[src/rtl/isd_pkg.sv]
package isd_pkg;
  typedef enum logic {
    MODE_AWAKE = 1'b0,
    MODE_SLEEP = 1'b1
  } mode_e;
endpackage

[src/rtl/isd_clr_sync.sv]
module isd_clr_sync #(
  parameter int STAGES = 2
) (
  input  logic clk_i,
  input  logic rst_ni,
  input  logic raw_i,
  output logic edge_o
);
  // sh_q[STAGES-1] is the synchronized level, sh_q[STAGES] its delayed copy
  logic [STAGES:0] sh_q;

  always_ff @(posedge clk_i or negedge rst_ni) begin
    if (!rst_ni) sh_q <= '0;
    else         sh_q <= {sh_q[STAGES-1:0], raw_i};
  end

  assign edge_o = sh_q[STAGES] ^ sh_q[STAGES-1];

  // input held >= STAGES cycles: one-cycle edge strobe
  assert_edge_single_R4: assert property (@(posedge clk_i) disable iff (!rst_ni)
    edge_o |=> !edge_o);
endmodule

[src/rtl/isd_miss_cnt.sv]
module isd_miss_cnt #(
  parameter int LIMIT = 3
) (
  input  logic clk_i,
  input  logic rst_ni,
  input  logic wd_pulse_i,
  input  logic clr_edge_i,
  input  logic hold_i,
  output logic fall_o,
  output logic hit_o
);
  localparam int CW = $clog2(LIMIT + 1);
  localparam logic [CW-1:0] LAST = CW'(LIMIT - 1);

  logic          wd_q;
  logic [CW-1:0] cnt_q;

  always_ff @(posedge clk_i or negedge rst_ni) begin
    if (!rst_ni) wd_q <= 1'b0;
    else         wd_q <= wd_pulse_i;
  end

  assign fall_o = wd_q & ~wd_pulse_i;
  assign hit_o  = fall_o && (cnt_q == LAST) && !hold_i;

  always_ff @(posedge clk_i or negedge rst_ni) begin
    if (!rst_ni)                 cnt_q <= '0;
    else if (clr_edge_i || hold_i) cnt_q <= '0;
    else if (fall_o)             cnt_q <= (cnt_q == LAST) ? '0 : cnt_q + 1'b1;
  end

  assert_cnt_bound_R2: assert property (@(posedge clk_i) disable iff (!rst_ni)
    cnt_q < CW'(LIMIT));

  assert_clr_zero_R3: assert property (@(posedge clk_i) disable iff (!rst_ni)
    clr_edge_i |=> (cnt_q == '0));
endmodule

[src/rtl/isd_pulse_gen.sv]
module isd_pulse_gen #(
  parameter int PERIOD = 1100,
  parameter int WIDTH  = 3
) (
  input  logic clk_i,
  input  logic rst_ni,
  input  logic active_i,
  input  logic tick_i,
  output logic pulse_o
);
  localparam int PW = $clog2(PERIOD);
  localparam logic [PW-1:0] START = PW'(PERIOD - WIDTH);
  localparam logic [PW-1:0] TOP   = PW'(PERIOD - 1);

  logic [PW-1:0] phase_q;

  always_ff @(posedge clk_i or negedge rst_ni) begin
    if (!rst_ni)       phase_q <= '0;
    else if (!active_i) phase_q <= '0;
    else if (tick_i)   phase_q <= (phase_q == TOP) ? '0 : phase_q + 1'b1;
  end

  // pulse sits at the tail of each period
  assign pulse_o = active_i && (phase_q >= START);

  assert_phase_bound_R6: assert property (@(posedge clk_i) disable iff (!rst_ni)
    phase_q <= TOP);

  assert_idle_phase_R6: assert property (@(posedge clk_i) disable iff (!rst_ni)
    !active_i |=> (phase_q == '0));
endmodule

[src/rtl/idle_sleep_det.sv]
module idle_sleep_det #(
  parameter int MISS_LIMIT  = 3,
  parameter int SLP_PERIOD  = 1100,
  parameter int SLP_WIDTH   = 3,
  parameter int SYNC_STAGES = 2
) (
  input  logic clk_i,
  input  logic rst_ni,
  input  logic fast_tick_i,
  input  logic slow_tick_i,
  input  logic wd_pulse_i,
  input  logic clr_raw_i,
  output logic sleep_o,
  output logic tb_sel_o,
  output logic tick_o,
  output logic slp_pulse_o,
  output logic rst_no
);
  import isd_pkg::*;

  mode_e mode_q;
  logic  asleep, clr_edge, wd_fall, miss_hit, slp_pulse;

  isd_clr_sync #(.STAGES(SYNC_STAGES)) u_sync (
    .clk_i  (clk_i),
    .rst_ni (rst_ni),
    .raw_i  (clr_raw_i),
    .edge_o (clr_edge)
  );

  isd_miss_cnt #(.LIMIT(MISS_LIMIT)) u_miss (
    .clk_i      (clk_i),
    .rst_ni     (rst_ni),
    .wd_pulse_i (wd_pulse_i),
    .clr_edge_i (clr_edge),
    .hold_i     (asleep),
    .fall_o     (wd_fall),
    .hit_o      (miss_hit)
  );

  isd_pulse_gen #(.PERIOD(SLP_PERIOD), .WIDTH(SLP_WIDTH)) u_pulse (
    .clk_i    (clk_i),
    .rst_ni   (rst_ni),
    .active_i (asleep),
    .tick_i   (slow_tick_i),
    .pulse_o  (slp_pulse)
  );

  // clear activity wins over a same-cycle entry
  always_ff @(posedge clk_i or negedge rst_ni) begin
    if (!rst_ni)       mode_q <= MODE_AWAKE;
    else if (clr_edge) mode_q <= MODE_AWAKE;
    else if (miss_hit) mode_q <= MODE_SLEEP;
  end

  assign asleep      = (mode_q == MODE_SLEEP);
  assign sleep_o     = asleep;
  assign tb_sel_o    = asleep;
  assign tick_o      = asleep ? slow_tick_i : fast_tick_i;
  assign slp_pulse_o = slp_pulse;
  assign rst_no      = asleep ? ~slp_pulse : ~wd_pulse_i;

  assert_enter_on_fall_R2: assert property (@(posedge clk_i) disable iff (!rst_ni)
    $rose(asleep) |-> $past(wd_fall));

  assert_wake_on_edge_R4: assert property (@(posedge clk_i) disable iff (!rst_ni)
    (asleep && clr_edge) |=> !asleep);

  assert_wd_masked_R7: assert property (@(posedge clk_i) disable iff (!rst_ni)
    (asleep && !slp_pulse) |-> rst_no);

  assert_awake_quiet_R6: assert property (@(posedge clk_i) disable iff (!rst_ni)
    !asleep |-> !slp_pulse_o);
endmodule

[config.mk]
export PLATFORM = sky130hd
export DESIGN_NAME = idle_sleep_det
export DESIGN_NICKNAME = d
export VERILOG_FILES = /design/src/rtl/isd_pkg.sv /design/src/rtl/isd_clr_sync.sv /design/src/rtl/isd_miss_cnt.sv /design/src/rtl/isd_pulse_gen.sv /design/src/rtl/idle_sleep_det.sv
export SDC_FILE = /design/constraint.sdc
export NUM_CORES = 1
export LEC_CHECK = 0
export ABC_AREA = 0
export ABC_CLOCK_PERIOD_IN_PS = 4800
export BUFFER_PORTS_ARGS = -buffer_cell sky130_fd_sc_hd__buf_4
export CORE_MARGIN = 4
export CORE_UTILIZATION = 40
export CTS_CLUSTER_SIZE = 10
export DETAILED_ROUTE_END_ITERATION = 12
export GPL_TIMING_DRIVEN = 0
export PLACE_DENSITY = 0.62
export SYNTH_ARGS = -nofsm -noshare
export SYNTH_HDL_FRONTEND = slang
export SYNTH_SLANG_ARGS = --single-unit
[constraint.sdc]
create_clock -name clk_i -period 4.8 [get_ports clk_i]
set_clock_uncertainty 0.05 [all_clocks]
set_input_delay 0 -clock clk_i [delete_from_list [all_inputs] [get_ports clk_i]]
set_output_delay 0 -clock clk_i [all_outputs]
set_load 0.1 [all_outputs]
==> results.py <==
metrics = {
    "worst_setup_path": {
        "crit_type": "register to output port",
        "endpoint_kind": "output port",
        "crit_required_ns": 4.75,
        "worst-path-buf-inv": 1,
        "start_kind": "register",
        "cp_top_family": "compound AO/OA/AOI/OAI gates",
        "worstPathMaxFanout": 6,
        "worstPathCellList": "ha_1, o41a_1, o31ai_1, a21oi_1, a21oi_1, buf_4",
        "max_stage_delay_ns": 0.45,
        "cp.arrival_ns": 2.08,
        "crit_path_top_delay_cell": "dfrtp_1",
        "cp_common_cell": "a21oi_1",
    },
    "synthesis": {
        "yosysSeqAreaShare_pct": 50.4,
        "synthSimpleGateAreaFrac_pct": 26.9,
        "yosysTopAreaCell": "dfrtp_1",
        "ys.flop_type": "dfrtp_1",
        "synth_top_cell_area_share_pct": 50.4,
        "avgSynthCellArea_sq_um": 9.61,
        "synth.area.mux_share_pct": 0,
        "syn-instance-count": 93,
        "synth_xor_xnor_area_share_pct": 4.90,
        "yosys_warnings": 0,
        "synthDistinctLibCells": 30,
        "synth_edf_count": 0,
        "synth_top_family_by_area": "simple AND/OR/NAND/NOR gates",
        "synth_compound_area_share_pct": 12.5,
        "ys_async_sr_fraction_pct": 100,
        "yosys.area_share.adder_pct": 2.80,
        "synth_nets": 101,
        "ys_ff_latch": 18,
        "yosys-top-cells-area": "dfrtp_1, nand2_1, nand3_1",
        "synth.cell_area_sq_um": 893,
    },
    "clock_tree": {
        "post_cts_buffers": 0,
        "htreeDepth": 1,
        "cts_tree": "yes",
        "cts_resized": 0,
        "cts_hold_repair.buffers": 3,
        "clock_latency_ns": 0.30,
        "cts_buffer_depth": 2,
        "cts-root-buf": "clkbuf_4",
        "cts_buffers": 3,
        "clock-sinks": 18,
        "clk_pin_slew_ns": 0.12,
    },
    "placed_design": {
        "hpwl_microns": 1240,
        "gp_congestion": 0.831,
        "dp.cells": 130,
        "port_buffers": 10,
    },
    "final_layout": {
        "final_common_cell": "dfrtp_1",
        "fin_cells": 137,
        "drive_above_1_share_pct": 13.6,
        "final_nets": 119,
        "syn_to_final_growth_pct": 19.6,
        "antenna_cells": 0,
        "fillers": 192,
        "final_util_pct": 52.3,
        "final_cell_mix": "dfrtp_1, nand2_1, buf_4",
    },
    "global_routing": {
        "antenna_found_initial": 0,
        "overflow": 0,
        "grt_pass1_wl_microns": 3150,
        "grt_max_degree": 19,
        "track_usage_pct": 12.6,
        "first_global_vias": 722,
    },
    "sta": {
        "timing.final.crit_period_ns": 2.13,
        "fmax_ghz": 0.470,
        "hold_viol_final": 0,
        "tightest_slew_ns": 0.400,
        "relSlewSlack_pct": 72.9,
        "setup_viol": 0,
        "rsz0062_at_grt": "no",
        "period_share_pct": 44.3,
        "setup_tns_ns": 0,
        "slew_violations": 0,
    },
    "floorplan": {
        "start_util_pct": 43.8,
        "die_area_sq_um": 3050,
        "die_h_microns": 55.3,
        "core_area_sq_um": 2040,
        "boundaryPins": 11,
        "die_x_microns": 55.3,
        "num_rows": 16,
    },
    "flow_run": {
        "cap_violations": 0,
    },
    "drt": {
        "drc": 0,
        "firstDrtPassIters": 2,
        "initialDrtViolationCount": 11,
        "vias": 696,
        "wl_per_cell_microns": 12.2,
        "wirelength_microns": 1680,
        "avgViaCountPerCell": 5.08,
        "ant_nets": 0,
    },
    "min_path": {
        "hold_class": "input port to async pin",
    },
    "pwr": {
        "ir_drop_mv": 0.117,
        "leakage_uw": 0.000454,
        "p_total_uw": 276,
        "power.density_nw_per_um2": 258,
    },
    "status": {
        "outcome": "finished clean",
    },
}
[where the power goes]
| group | switching (uW) | internal, uW |
|---|---|---|
| Clock | 48.7 | 46.2 |
| Sequential | 1.78 | 154 |
| Combinational | 16.5 | 8.55 |
| Total | 67.0 | 209 |
[metal layers]
metal / track usage (%) / routed length (microns) / vias to the layer above
met3: 3.50 / 82 / 0
met4: 5.56 / 0 / 0
met2: 18.9 / 713 / 11
li1: - / - / 373
met1: 16.9 / 881 / 312
met5: 0 / 0 / -
[through the flow]
stage	area, sq um	hold WS (ns)	setup WS [ns]
6_report	1070	0.0412	2.67
5_1_grt	1070	0.0547	2.51
4_1_cts	1070	0.0328	2.66
3_5_place_dp	1000	-0.168	2.89
3_3_place_gp	1000	-0.169	2.91
2_1_floorplan	893	-0.346	0.883
[cell families (layout without fill, tap and decap cells)]
group	count (synthesis)	in the layout
DFF	18	18
AOI/OAI and AO/OA	17	17
and+or+nand+nor	46	46
xor gates and xnor gates	5	5
buffers and inverters	5	22
adders and majority gates	2	2
[cells in the mapped netlist (all sizes together) (2+ instances only)]
master   n
ha       2
nor3     5
nand2b   2
or3      4
dfrtp   18
inv      2
xor2     4
clkbuf   2
nand2   12
a21oi    6
nand3    7
nor2     6
nand4    2
or4      2
o21ai    3
o211ai   2
[area by class of cell]
cell class | instances | area (sq um) | area share (%)
inverter | 2 | 7.51 | 0.703
clock buffer | 4 | 36.3 | 3.40
buffer | 3 | 15.0 | 1.41
timing repair buffer | 13 | 105 | 9.84
sequential | 18 | 450 | 42.2
tap | 27 | 33.8 | 3.16
multi-input combinational | 70 | 420 | 39.3
[sequential cells by signal, indices dropped and copies added (netlist names)]
| register | cells |
|---|---|
| u_pulse.phase_q | 11 |
| u_sync.sh_q | 3 |
| u_miss.cnt_q | 2 |
| sleep_o | 1 |
| u_miss.wd_q | 1 |
[final timing paths]
kind                                                     start                               to  slack, ns  cells after the start
max in group asynchronous                               rst_ni      u_miss.cnt_q[1]$_DFFE_PN0P_       4.45                      2
min in group clk_i                                 slow_tick_i   u_pulse.phase_q[1]$_DFFE_PN0P_       0.08                      3
worst min-delay path                                    rst_ni   u_pulse.phase_q[0]$_DFFE_PN0P_       0.04                      2
worst max register to register  u_pulse.phase_q[0]$_DFFE_PN0P_  u_pulse.phase_q[10]$_DFFE_PN0P_       2.87                      5
worst max-delay path            u_pulse.phase_q[0]$_DFFE_PN0P_                           rst_no       2.67                      6
worst min register to register        u_sync.sh_q[0]$_DFF_PN0_         u_sync.sh_q[1]$_DFF_PN0_       0.31                      0
(Power assumes the default switching activity.)
